<file path="src/rtl/bfd_pkg.sv">
package bfd_pkg;
    typedef enum logic [1:0] {
        RSN_NONE    = 2'd0,
        RSN_WINDOW  = 2'd1,
        RSN_VGA_MEM = 2'd2,
        RSN_VGA_IO  = 2'd3
    } reason_e;

    typedef enum logic {
        ST_IDLE = 1'b0,
        ST_RESP = 1'b1
    } state_e;

    localparam int REG_CMD      = 0;
    localparam int REG_BRCTL    = 1;
    localparam int REG_IO_BASE  = 2;
    localparam int REG_IO_LIM   = 3;
    localparam int REG_MEM_BASE = 4;
    localparam int REG_MEM_LIM  = 5;

    localparam int CMD_IO_BIT   = 0;
    localparam int CMD_MEM_BIT  = 1;
    localparam int BRCTL_VGA_BIT = 3;

    localparam logic [31:0] LEG_MEM_LO = 32'h000A_0000;
    localparam logic [31:0] LEG_MEM_HI = 32'h000B_FFFF;
    localparam logic [9:0]  LEG_IO_A_LO = 10'h3B0;
    localparam logic [9:0]  LEG_IO_A_HI = 10'h3BB;
    localparam logic [9:0]  LEG_IO_B_LO = 10'h3C0;
    localparam logic [9:0]  LEG_IO_B_HI = 10'h3DF;
endpackage

</file>
<file path="src/rtl/bfd_cfg_regs.sv">
module bfd_cfg_regs #(
    parameter int ADDR_W = 32,
    parameter int IDX_W  = 3
) (
    input  logic              clk,
    input  logic              rst_n,
    input  logic              we,
    input  logic [IDX_W-1:0]  idx,
    input  logic [ADDR_W-1:0] wdata,
    output logic              io_en,
    output logic              mem_en,
    output logic              vga_en,
    output logic [ADDR_W-1:0] io_base,
    output logic [ADDR_W-1:0] io_limit,
    output logic [ADDR_W-1:0] mem_base,
    output logic [ADDR_W-1:0] mem_limit
);
    import bfd_pkg::*;

    always_ff @(posedge clk or negedge rst_n) begin
        if (!rst_n) begin
            io_en     <= 1'b0;
            mem_en    <= 1'b0;
            vga_en    <= 1'b0;
            io_base   <= '1;
            io_limit  <= '0;
            mem_base  <= '1;
            mem_limit <= '0;
        end else if (we) begin
            unique case (int'(idx))
                REG_CMD: begin
                    io_en  <= wdata[CMD_IO_BIT];
                    mem_en <= wdata[CMD_MEM_BIT];
                end
                REG_BRCTL:    vga_en    <= wdata[BRCTL_VGA_BIT];
                REG_IO_BASE:  io_base   <= wdata;
                REG_IO_LIM:   io_limit  <= wdata;
                REG_MEM_BASE: mem_base  <= wdata;
                REG_MEM_LIM:  mem_limit <= wdata;
                default: ;
            endcase
        end
    end

    AST_VGA_EN_RESET: assert property (@(posedge clk)
        !rst_n |=> !vga_en);
endmodule

</file>
<file path="src/rtl/bfd_vga_match.sv">
module bfd_vga_match #(
    parameter int ADDR_W = 32
) (
    input  logic [ADDR_W-1:0] addr,
    output logic              mem_hit,
    output logic              io_hit
);
    import bfd_pkg::*;

    logic [9:0] low10;
    logic       upper_zero;
    logic       unused_alias_bits;

    assign low10             = addr[9:0];
    assign upper_zero        = (addr[ADDR_W-1:16] == '0);
    assign unused_alias_bits = ^addr[15:10];

    always_comb begin
        mem_hit = (addr >= ADDR_W'(LEG_MEM_LO)) && (addr <= ADDR_W'(LEG_MEM_HI));
        io_hit  = upper_zero &&
                  (((low10 >= LEG_IO_A_LO) && (low10 <= LEG_IO_A_HI)) ||
                   ((low10 >= LEG_IO_B_LO) && (low10 <= LEG_IO_B_HI)));
    end
endmodule

</file>
<file path="src/rtl/bfd_window_cmp.sv">
module bfd_window_cmp #(
    parameter int ADDR_W = 32
) (
    input  logic [ADDR_W-1:0] base,
    input  logic [ADDR_W-1:0] limit,
    input  logic [ADDR_W-1:0] addr,
    output logic              hit
);
    logic open_win;

    always_comb begin
        open_win = (base <= limit);
        hit      = open_win && (addr >= base) && (addr <= limit);
    end
endmodule

</file>
<file path="src/rtl/bridge_fwd_decoder.sv">
module bridge_fwd_decoder #(
    parameter int ADDR_W = 32,
    parameter int IDX_W  = 3
) (
    input  logic              clk,
    input  logic              rst_n,
    input  logic              cfg_we,
    input  logic [IDX_W-1:0]  cfg_idx,
    input  logic [ADDR_W-1:0] cfg_wdata,
    input  logic              req_valid,
    input  logic [ADDR_W-1:0] req_addr,
    input  logic              req_is_io,
    input  logic              req_from_sec,
    output logic              rsp_valid,
    output logic              rsp_forward,
    output logic [1:0]        rsp_reason
);
    import bfd_pkg::*;

    logic              io_en, mem_en, vga_en;
    logic [ADDR_W-1:0] io_base, io_limit, mem_base, mem_limit;
    logic              leg_mem_hit, leg_io_hit;
    logic              io_win_hit, mem_win_hit;

    bfd_cfg_regs #(.ADDR_W(ADDR_W), .IDX_W(IDX_W)) u_regs (
        .clk(clk), .rst_n(rst_n), .we(cfg_we), .idx(cfg_idx), .wdata(cfg_wdata),
        .io_en(io_en), .mem_en(mem_en), .vga_en(vga_en),
        .io_base(io_base), .io_limit(io_limit),
        .mem_base(mem_base), .mem_limit(mem_limit)
    );

    bfd_vga_match #(.ADDR_W(ADDR_W)) u_leg (
        .addr(req_addr), .mem_hit(leg_mem_hit), .io_hit(leg_io_hit)
    );

    bfd_window_cmp #(.ADDR_W(ADDR_W)) u_io_win (
        .base(io_base), .limit(io_limit), .addr(req_addr), .hit(io_win_hit)
    );

    bfd_window_cmp #(.ADDR_W(ADDR_W)) u_mem_win (
        .base(mem_base), .limit(mem_limit), .addr(req_addr), .hit(mem_win_hit)
    );

    // Decision for the request currently presented
    logic    leg_sel, space_en, win_hit;
    logic    dec_fwd;
    reason_e dec_rsn;

    always_comb begin
        leg_sel  = vga_en && (req_is_io ? leg_io_hit : leg_mem_hit);
        space_en = req_is_io ? io_en : mem_en;
        win_hit  = req_is_io ? io_win_hit : mem_win_hit;
        dec_fwd  = 1'b0;
        dec_rsn  = RSN_NONE;
        if (!req_from_sec) begin
            if (leg_sel && space_en) begin
                dec_fwd = 1'b1;
                dec_rsn = req_is_io ? RSN_VGA_IO : RSN_VGA_MEM;
            end else if (win_hit && space_en) begin
                dec_fwd = 1'b1;
                dec_rsn = RSN_WINDOW;
            end
        end else if (!leg_sel && !win_hit) begin
            dec_fwd = 1'b1;
            dec_rsn = RSN_WINDOW;
        end
    end

    // Response state machine
    state_e state_q, state_d;

    always_comb begin
        unique case (state_q)
            ST_IDLE: state_d = req_valid ? ST_RESP : ST_IDLE;
            ST_RESP: state_d = req_valid ? ST_RESP : ST_IDLE;
        endcase
    end

    always_ff @(posedge clk or negedge rst_n) begin
        if (!rst_n) state_q <= ST_IDLE;
        else        state_q <= state_d;
    end

    always_ff @(posedge clk or negedge rst_n) begin
        if (!rst_n) begin
            rsp_forward <= 1'b0;
            rsp_reason  <= RSN_NONE;
        end else if (req_valid) begin
            rsp_forward <= dec_fwd;
            rsp_reason  <= dec_rsn;
        end else begin
            rsp_forward <= 1'b0;
            rsp_reason  <= RSN_NONE;
        end
    end

    assign rsp_valid = (state_q == ST_RESP);

    AST_RSP_FOLLOWS_REQ: assert property (@(posedge clk) disable iff (!rst_n)
        req_valid |=> rsp_valid);
    AST_RSP_DRAINS: assert property (@(posedge clk) disable iff (!rst_n)
        !req_valid |=> (!rsp_valid && !rsp_forward));
    AST_FWD_MATCHES_REASON: assert property (@(posedge clk) disable iff (!rst_n)
        rsp_valid |-> (rsp_forward == (rsp_reason != RSN_NONE)));
    AST_SEC_LEGACY_BLOCKED: assert property (@(posedge clk) disable iff (!rst_n)
        (req_valid && req_from_sec && vga_en &&
         (req_is_io ? leg_io_hit : leg_mem_hit)) |=> !rsp_forward);
    AST_MEM_NEEDS_ENABLE: assert property (@(posedge clk) disable iff (!rst_n)
        (req_valid && !req_from_sec && !req_is_io && !mem_en) |=> !rsp_forward);
    AST_EMPTY_IO_WINDOW: assert property (@(posedge clk) disable iff (!rst_n)
        (req_valid && !req_from_sec && req_is_io && (io_base > io_limit) && !leg_io_hit)
        |=> (rsp_reason != RSN_WINDOW));
endmodule

</file>
<file path="config.mk">
export PLATFORM = sky130hd
export DESIGN_NAME = bridge_fwd_decoder
export DESIGN_NICKNAME = d
export VERILOG_FILES = /design/src/rtl/bfd_pkg.sv /design/src/rtl/bfd_cfg_regs.sv /design/src/rtl/bfd_vga_match.sv /design/src/rtl/bfd_window_cmp.sv /design/src/rtl/bridge_fwd_decoder.sv
export SDC_FILE = /design/constraint.sdc
export NUM_CORES = 1
export LEC_CHECK = 0
export CORE_UTILIZATION = 34
export CTS_CLUSTER_SIZE = 20
export DETAILED_ROUTE_END_ITERATION = 12
export SYNTH_ARGS = -nofsm -noshare
export SYNTH_HDL_FRONTEND = slang
export SYNTH_HIERARCHICAL = 1
export SYNTH_SLANG_ARGS = --single-unit
</file>
<file path="constraint.sdc">
create_clock -name clk -period 7.12 [get_ports clk]
set_clock_uncertainty 0.2 [all_clocks]
set_input_delay 0.712 -clock clk [delete_from_list [all_inputs] [get_ports clk]]
set_output_delay 0.712 -clock clk [all_outputs]
set_load 0.01 [all_outputs]
</file>
After elaboration in Yosys (flattened, before gate mapping)
Index checks and enable logic that the tools add are counted.
{"block": "op_classes", "n_lt_le_gt_ge": 12, "eq_ne": 5, "mux": 15, "n_reduce_logical": 23}
{"cell": "32-bit <= comparator", "count": 4}
{"cell": "32-bit greater-or-equal comparator", "count": 2}
{"cell": "32-bit by 20-bit greater-or-equal comparator with 1-bit output, second input constant", "count": 1}
{"cell": "32-bit by 20-bit <= comparator with 1-bit output, second input constant", "count": 1}
{"cell": "10-bit greater-or-equal comparator, second input constant", "count": 2}
{"cell": "10-bit <= comparator, second input constant", "count": 2}
{"cell": "16-bit logical NOT", "count": 1}
{"cell": "1-bit logical AND", "count": 12}
{"cell": "1-bit two-way mux", "count": 12}
{"cell": "2-bit AND reduction", "count": 6}
{"cell": "3-bit by 2-bit == test with 1-bit output, second input constant", "count": 2}
{"cell": "3-bit == test, second input constant", "count": 2}
{"cell": "2-bit two-way mux", "count": 3}
{"cell": "3-bit by 1-bit == test with 1-bit output, second input constant", "count": 1}
{"cell": "3-bit logical NOT", "count": 1}
{"cell": "1-bit logical NOT", "count": 2}
{"cell": "1-bit logical OR", "count": 1}
{"block": "word_totals", "register_bits": 135, "input_bits": 73, "out_inout_bits": 4, "wordCells": 65}

Longest topological paths before layout
{"block": "logic_depth", "word_depth": 11, "mapped_depth": 12, "depth_no_buf": 12}

By module
Netlist, hierarchy kept.
{"mod": "bfd_cfg_regs", "n_inst": 1, "cells_per_inst": 282, "area_per_inst_um2": 4999.8, "seq_area_each_um2": 3358.2}
{"mod": "bfd_window_cmp", "n_inst": 2, "cells_per_inst": 307, "area_per_inst_um2": 2353.5, "seq_area_each_um2": 0.0}
{"mod": "bridge_fwd_decoder", "n_inst": 1, "cells_per_inst": 17, "area_per_inst_um2": 193.9, "seq_area_each_um2": 100.1}
{"mod": "bfd_vga_match", "n_inst": 1, "cells_per_inst": 16, "area_per_inst_um2": 111.4, "seq_area_each_um2": 0.0}

Worst setup path before layout
Ideal clock, no wire load.
{"block": "synth_timing", "path_kind": "input to register", "startpoint": "input req_addr[0]", "endpoint": "register rsp_reason[0]", "setup_ns": 0.131, "t_arrival_ns": 2.628, "required_ns": 6.789, "setup_slack_ns": 4.161, "path_stages": 12, "n_path_buf": 0, "cell_sequence": "inv_1 -> ha_1 -> nand2b_4 -> a2111oi_4 -> o31a_1 -> o21ai_2 -> a2111oi_4 -> nor4_2 -> a211oi_1 -> a21oi_1 -> mux2i_2 -> o41a_2"}
{"block": "synth_between", "elab_cells_between_ends": 32, "classes_between": "10 x order compare; 7 x mux; 15 x reduce/logical"}
{"element": "start, declared", "line": "bridge_fwd_decoder.sv:11", "source": "input logic [ADDR_W-1:0] req_addr,"}
{"element": "32-bit greater-or-equal comparator", "line": "bfd_window_cmp.sv:13", "source": "hit = open_win && (addr >= base) && (addr <= limit);"}
{"element": "1-bit logical AND", "line": "bfd_window_cmp.sv:13"}
{"element": "1-bit logical AND (*)", "line": "bfd_window_cmp.sv:13"}
{"element": "net mem_win_hit", "line": "bridge_fwd_decoder.sv:23", "source": "logic io_win_hit, mem_win_hit;"}
{"element": "1-bit two-way mux (*)", "line": "bridge_fwd_decoder.sv:52", "source": "win_hit = req_is_io ? io_win_hit : mem_win_hit;"}
{"element": "1-bit logical AND / 1-bit logical NOT (equally long branches)", "line": "bridge_fwd_decoder.sv:59, bridge_fwd_decoder.sv:63"}
{"element": "1-bit two-way mux / 1-bit logical AND (equally long branches)", "line": "bridge_fwd_decoder.sv:59, bridge_fwd_decoder.sv:63"}
{"element": "2-bit two-way mux / 1-bit two-way mux (equally long branches)", "line": "bridge_fwd_decoder.sv:56, bridge_fwd_decoder.sv:63"}
{"element": "2-bit two-way mux (*)", "line": "bridge_fwd_decoder.sv:55", "source": "if (!req_from_sec) begin"}
{"element": "2-bit two-way mux (*)", "line": "bridge_fwd_decoder.sv:88", "source": "end else if (req_valid) begin"}
{"element": "end signal, assigned", "line": "bridge_fwd_decoder.sv:90", "source": "rsp_reason <= dec_rsn;"}
{"element": "end, declared", "line": "bridge_fwd_decoder.sv:16", "source": "output logic [1:0] rsp_reason"}
The timed path passes the listed nets; every way through them passes the cells marked *.
A chain may end at the register's enable or synchronous reset.

Worst setup path in the final report
{"block": "layout_timing", "startpoint": "input req_addr[19]", "endpoint": "register rsp_reason[0]"}
The elaborated chain is that of the path after synthesis.

==> summary.md <==
| Metric | Value |
|---|---|
| First-pass GRT wire length | 41300 microns |
| Arr. time, crit path | 3.59 ns |
| Clk sinks | 135 |
| Total setup buffers inserted after CTS | 0 |
| N_diodes | 0 |
| Share of post-route cells with drive strength above 1 | 21.3% |
| Worst Reg-to-Reg Cells | 11 |
| Commonest non-fill, non-tap cell in the layout | ha_1 |
| Gr usage total | 17.7% |
| Filler cells | 2800 |
| Worst-margin pin slew | 1.12 ns |
| Cell variety after synth | 49 |
| Yosys reg bits | 135 |
| Core box area | 28900 sq um |
| # resized after CTS | 0 |
| DP HPWL | 19800 microns |
| Post-synthesis sequential area ratio | 34.5% |
| Worst path required time | 7.28 ns |
| RD Place Congestion | 0.876 |
| Number of global-route vias before repair | 7498 |
| Max Cap Violations | 0 |
| Area Growth Syn to Fin | 17.6% |
| Fin. Hold Viols | 0 |
| Setup crit end kind | register |
| # nets final | 1280 |
| Placed cell areas | 11200 sq um |
| Synthesized area per cell | 10.8 sq um |
| # DRC | 0 |
| Clk Latency, worst-skew pair | 0.42 ns |
| Initial Util | 34.7% |
| Worst slack, placed | 3.27 ns |
| Synthesized cell area | 10000 sq um |
| Final Cycle Share | 48.1% |
| Max Slew Vio Count | 0 |
| Drt first pass iters | 5 |
| WS Path Type | in -> reg |
| Power density cells | 263 nW/um^2 |
| Vias/cell | 5.09 |
| Worst vdd ir | 0.165 mV |
| Final setup viols | 0 |
| CTS clk-pin slew, worst paths | 0.06 ns |
| Cells after synthesis | 929 |
| Post-CTS Hold Buffers | 0 |
| H-tree levels | 4 |
| Final setup margin | 3.69 ns |
| Via count | 7175 |
| Rows | 62 |
| Syn nets | 1194 |
| I/O Buffers | 76 |
| Io pins | 77 |
| Status | completed |
| Fin Setup TNS | 0 ns |
| CTS tree | yes |
| Post-route cell area | 11800 sq um |
| Fmax | 292 MHz |
| CTS Buffer Depth | 2 |
| Hold crit path type | in -> async |
| Minimum clock period | 3.43 ns |
| Relative slew slack | 25.4% |
| RSZ-0062 raised after global routing | false |
| DRT iter0 DRCs | 307 |
| CP max FO | 6 |
| Leak | 5.39 nW |
| Gr ovfl total | 0 |
| Clk root buf | clkbuf_16 |
| Drt wl/cell | 17.8 microns |
| Routed wire length | 25200 microns |
| Die height | 174 microns |
| Pin count of the biggest net entering global routing | 86 |
| Antenna violation net count after detailed routing | 0 |
| Die area | 30100 sq um |
| Yosys warns | 6 |
| CP Launch Type | input pin |
| Commonest cells after routing, fill and taps aside | 192 x ha_1, 138 x inv_1, 98 x mux2_2 |
| Num CTS Buffers | 17 |
| Die Width | 174 microns |
| Initial antenna violation count | 0 |
[path summary, 6_finish.rpt]
kind,from,slack [ns],end
max,req_addr[19],3.69,rsp_reason[0]
min reg2reg,u_regs/mem_limit[9],0.30,u_regs/mem_limit[9]
max reg2reg,u_regs/mem_limit[14],3.83,rsp_reason[0]
min,rst_n,0.30,u_regs/io_limit[27]
min in group clk,u_regs/mem_limit[9],0.30,u_regs/mem_limit[9]
max in group asynchronous,rst_n,5.13,u_regs/mem_limit[10]
[power breakdown]
part	leakage [nW]	internal (W)	switching [W]
Sequential	1.53	0.000995	0.000120
Combinational	3.59	0.000523	0.000599
Clock	0.270	0.000516	0.000341
[through the flow]
stage	total power [W]	hold WS, ns	std cells	util [%]
floorplan	0.00188	0.216	929	-
global placement	0.00221	0.288	1380	38.8
detailed placement	0.00224	0.293	1380	38.8
CTS	0.00313	0.306	1411	40.8
global route	0.00335	0.318	1411	40.8
finish	0.00309	0.295	1411	40.8
[sequential cells by signal, summed over array words and instances, names as in the netlist]
signal / flops
u_regs/io_limit: 32
rsp_valid: 1
u_regs/mem_base: 32
u_regs/io_base: 32
u_regs/io_en: 1
u_regs/vga_en: 1
u_regs/mem_limit: 32
rsp_forward: 1
u_regs/mem_en: 1
rsp_reason: 2
[layer usage]
metal / routed length (microns) / track usage, % / up-vias
met5: 0 / 0 / -
met4: 360 / 5.56 / 0
met3: 785 / 3.29 / 18
met2: 11600 / 28.1 / 96
met1: 12400 / 24.3 / 3483
li1: - / - / 3578
[synth_stat cells (all sizes together)]
cell type    n  area [sq um]
nor3         7          35.0
mux2i        1          13.8
o41a         1          12.5
and4bb       1          12.5
nand3       16          80.1
mux2       132          1490
o21ai       29           153
nor2        22          82.6
o21bai       2          15.0
inv        138           518
nand4b       2          17.5
a221oi       4          35.0
nand2       25          93.8
o211ai       6          45.0
a2111oi      6           128
ha         192          2400
nor4bb       2          20.0
nor4        13           106
a22o         2          17.5
nor2b       10          62.6
o21a         2          15.0
nand2b       2          27.5
nand3b       1          7.51
dfstp       64          1680
a21o        16           120
o311ai       2          17.5
a32oi        2          17.5
buf         14           108
nor4b        4          35.0
dfrtp       71          1780
and4b        2          20.0
a311oi       3          26.3
a21oi       65           325
o31a         2          17.5
nand4       45           294
a22oi        1          7.51
and3b        1          8.76
o31ai        2          15.0
or2          2          12.5
and4         4          35.0
a211oi      13           108
[kinds of logic after synthesis]
kind of cell             count (synthesis)  share of synthesized area (%)
AO/OA/AOI/OAI                          158                           10.7
buffers and inverters                  152                           6.25
flip-flops                             135                           34.5
adder cells (fa/ha/maj)                192                           24.0
multiplexers                           133                           15.0
AND/OR/NAND/NOR                        159                           9.50
[layout make-up]
| class | instances | area (sq um) | area share (%) |
|---|---|---|---|
| clock buffers | 21 | 480 | 4.08 |
| repair buffers | 81 | 796 | 6.76 |
| inverters | 138 | 518 | 4.40 |
| clock inverters | 10 | 95.1 | 0.808 |
| flip-flops and latches | 135 | 3460 | 29.4 |
| multi-input cells | 642 | 5940 | 50.5 |
| well taps | 384 | 480 | 4.08 |
[worst max-delay path: stages]
cell and delay [ns]:
clkdlybuf4s50_1 0.58, ha_1 0.41, a21oi_1 0.16, o21ai_1 0.10, a221oi_1 0.39, nor3_1 0.14
a2111oi_4 0.35, nor4_2 0.09, a211oi_1 0.22, a21oi_1 0.09, mux2i_2 0.20, o41a_2 0.16
(Power assumes the default switching activity.)
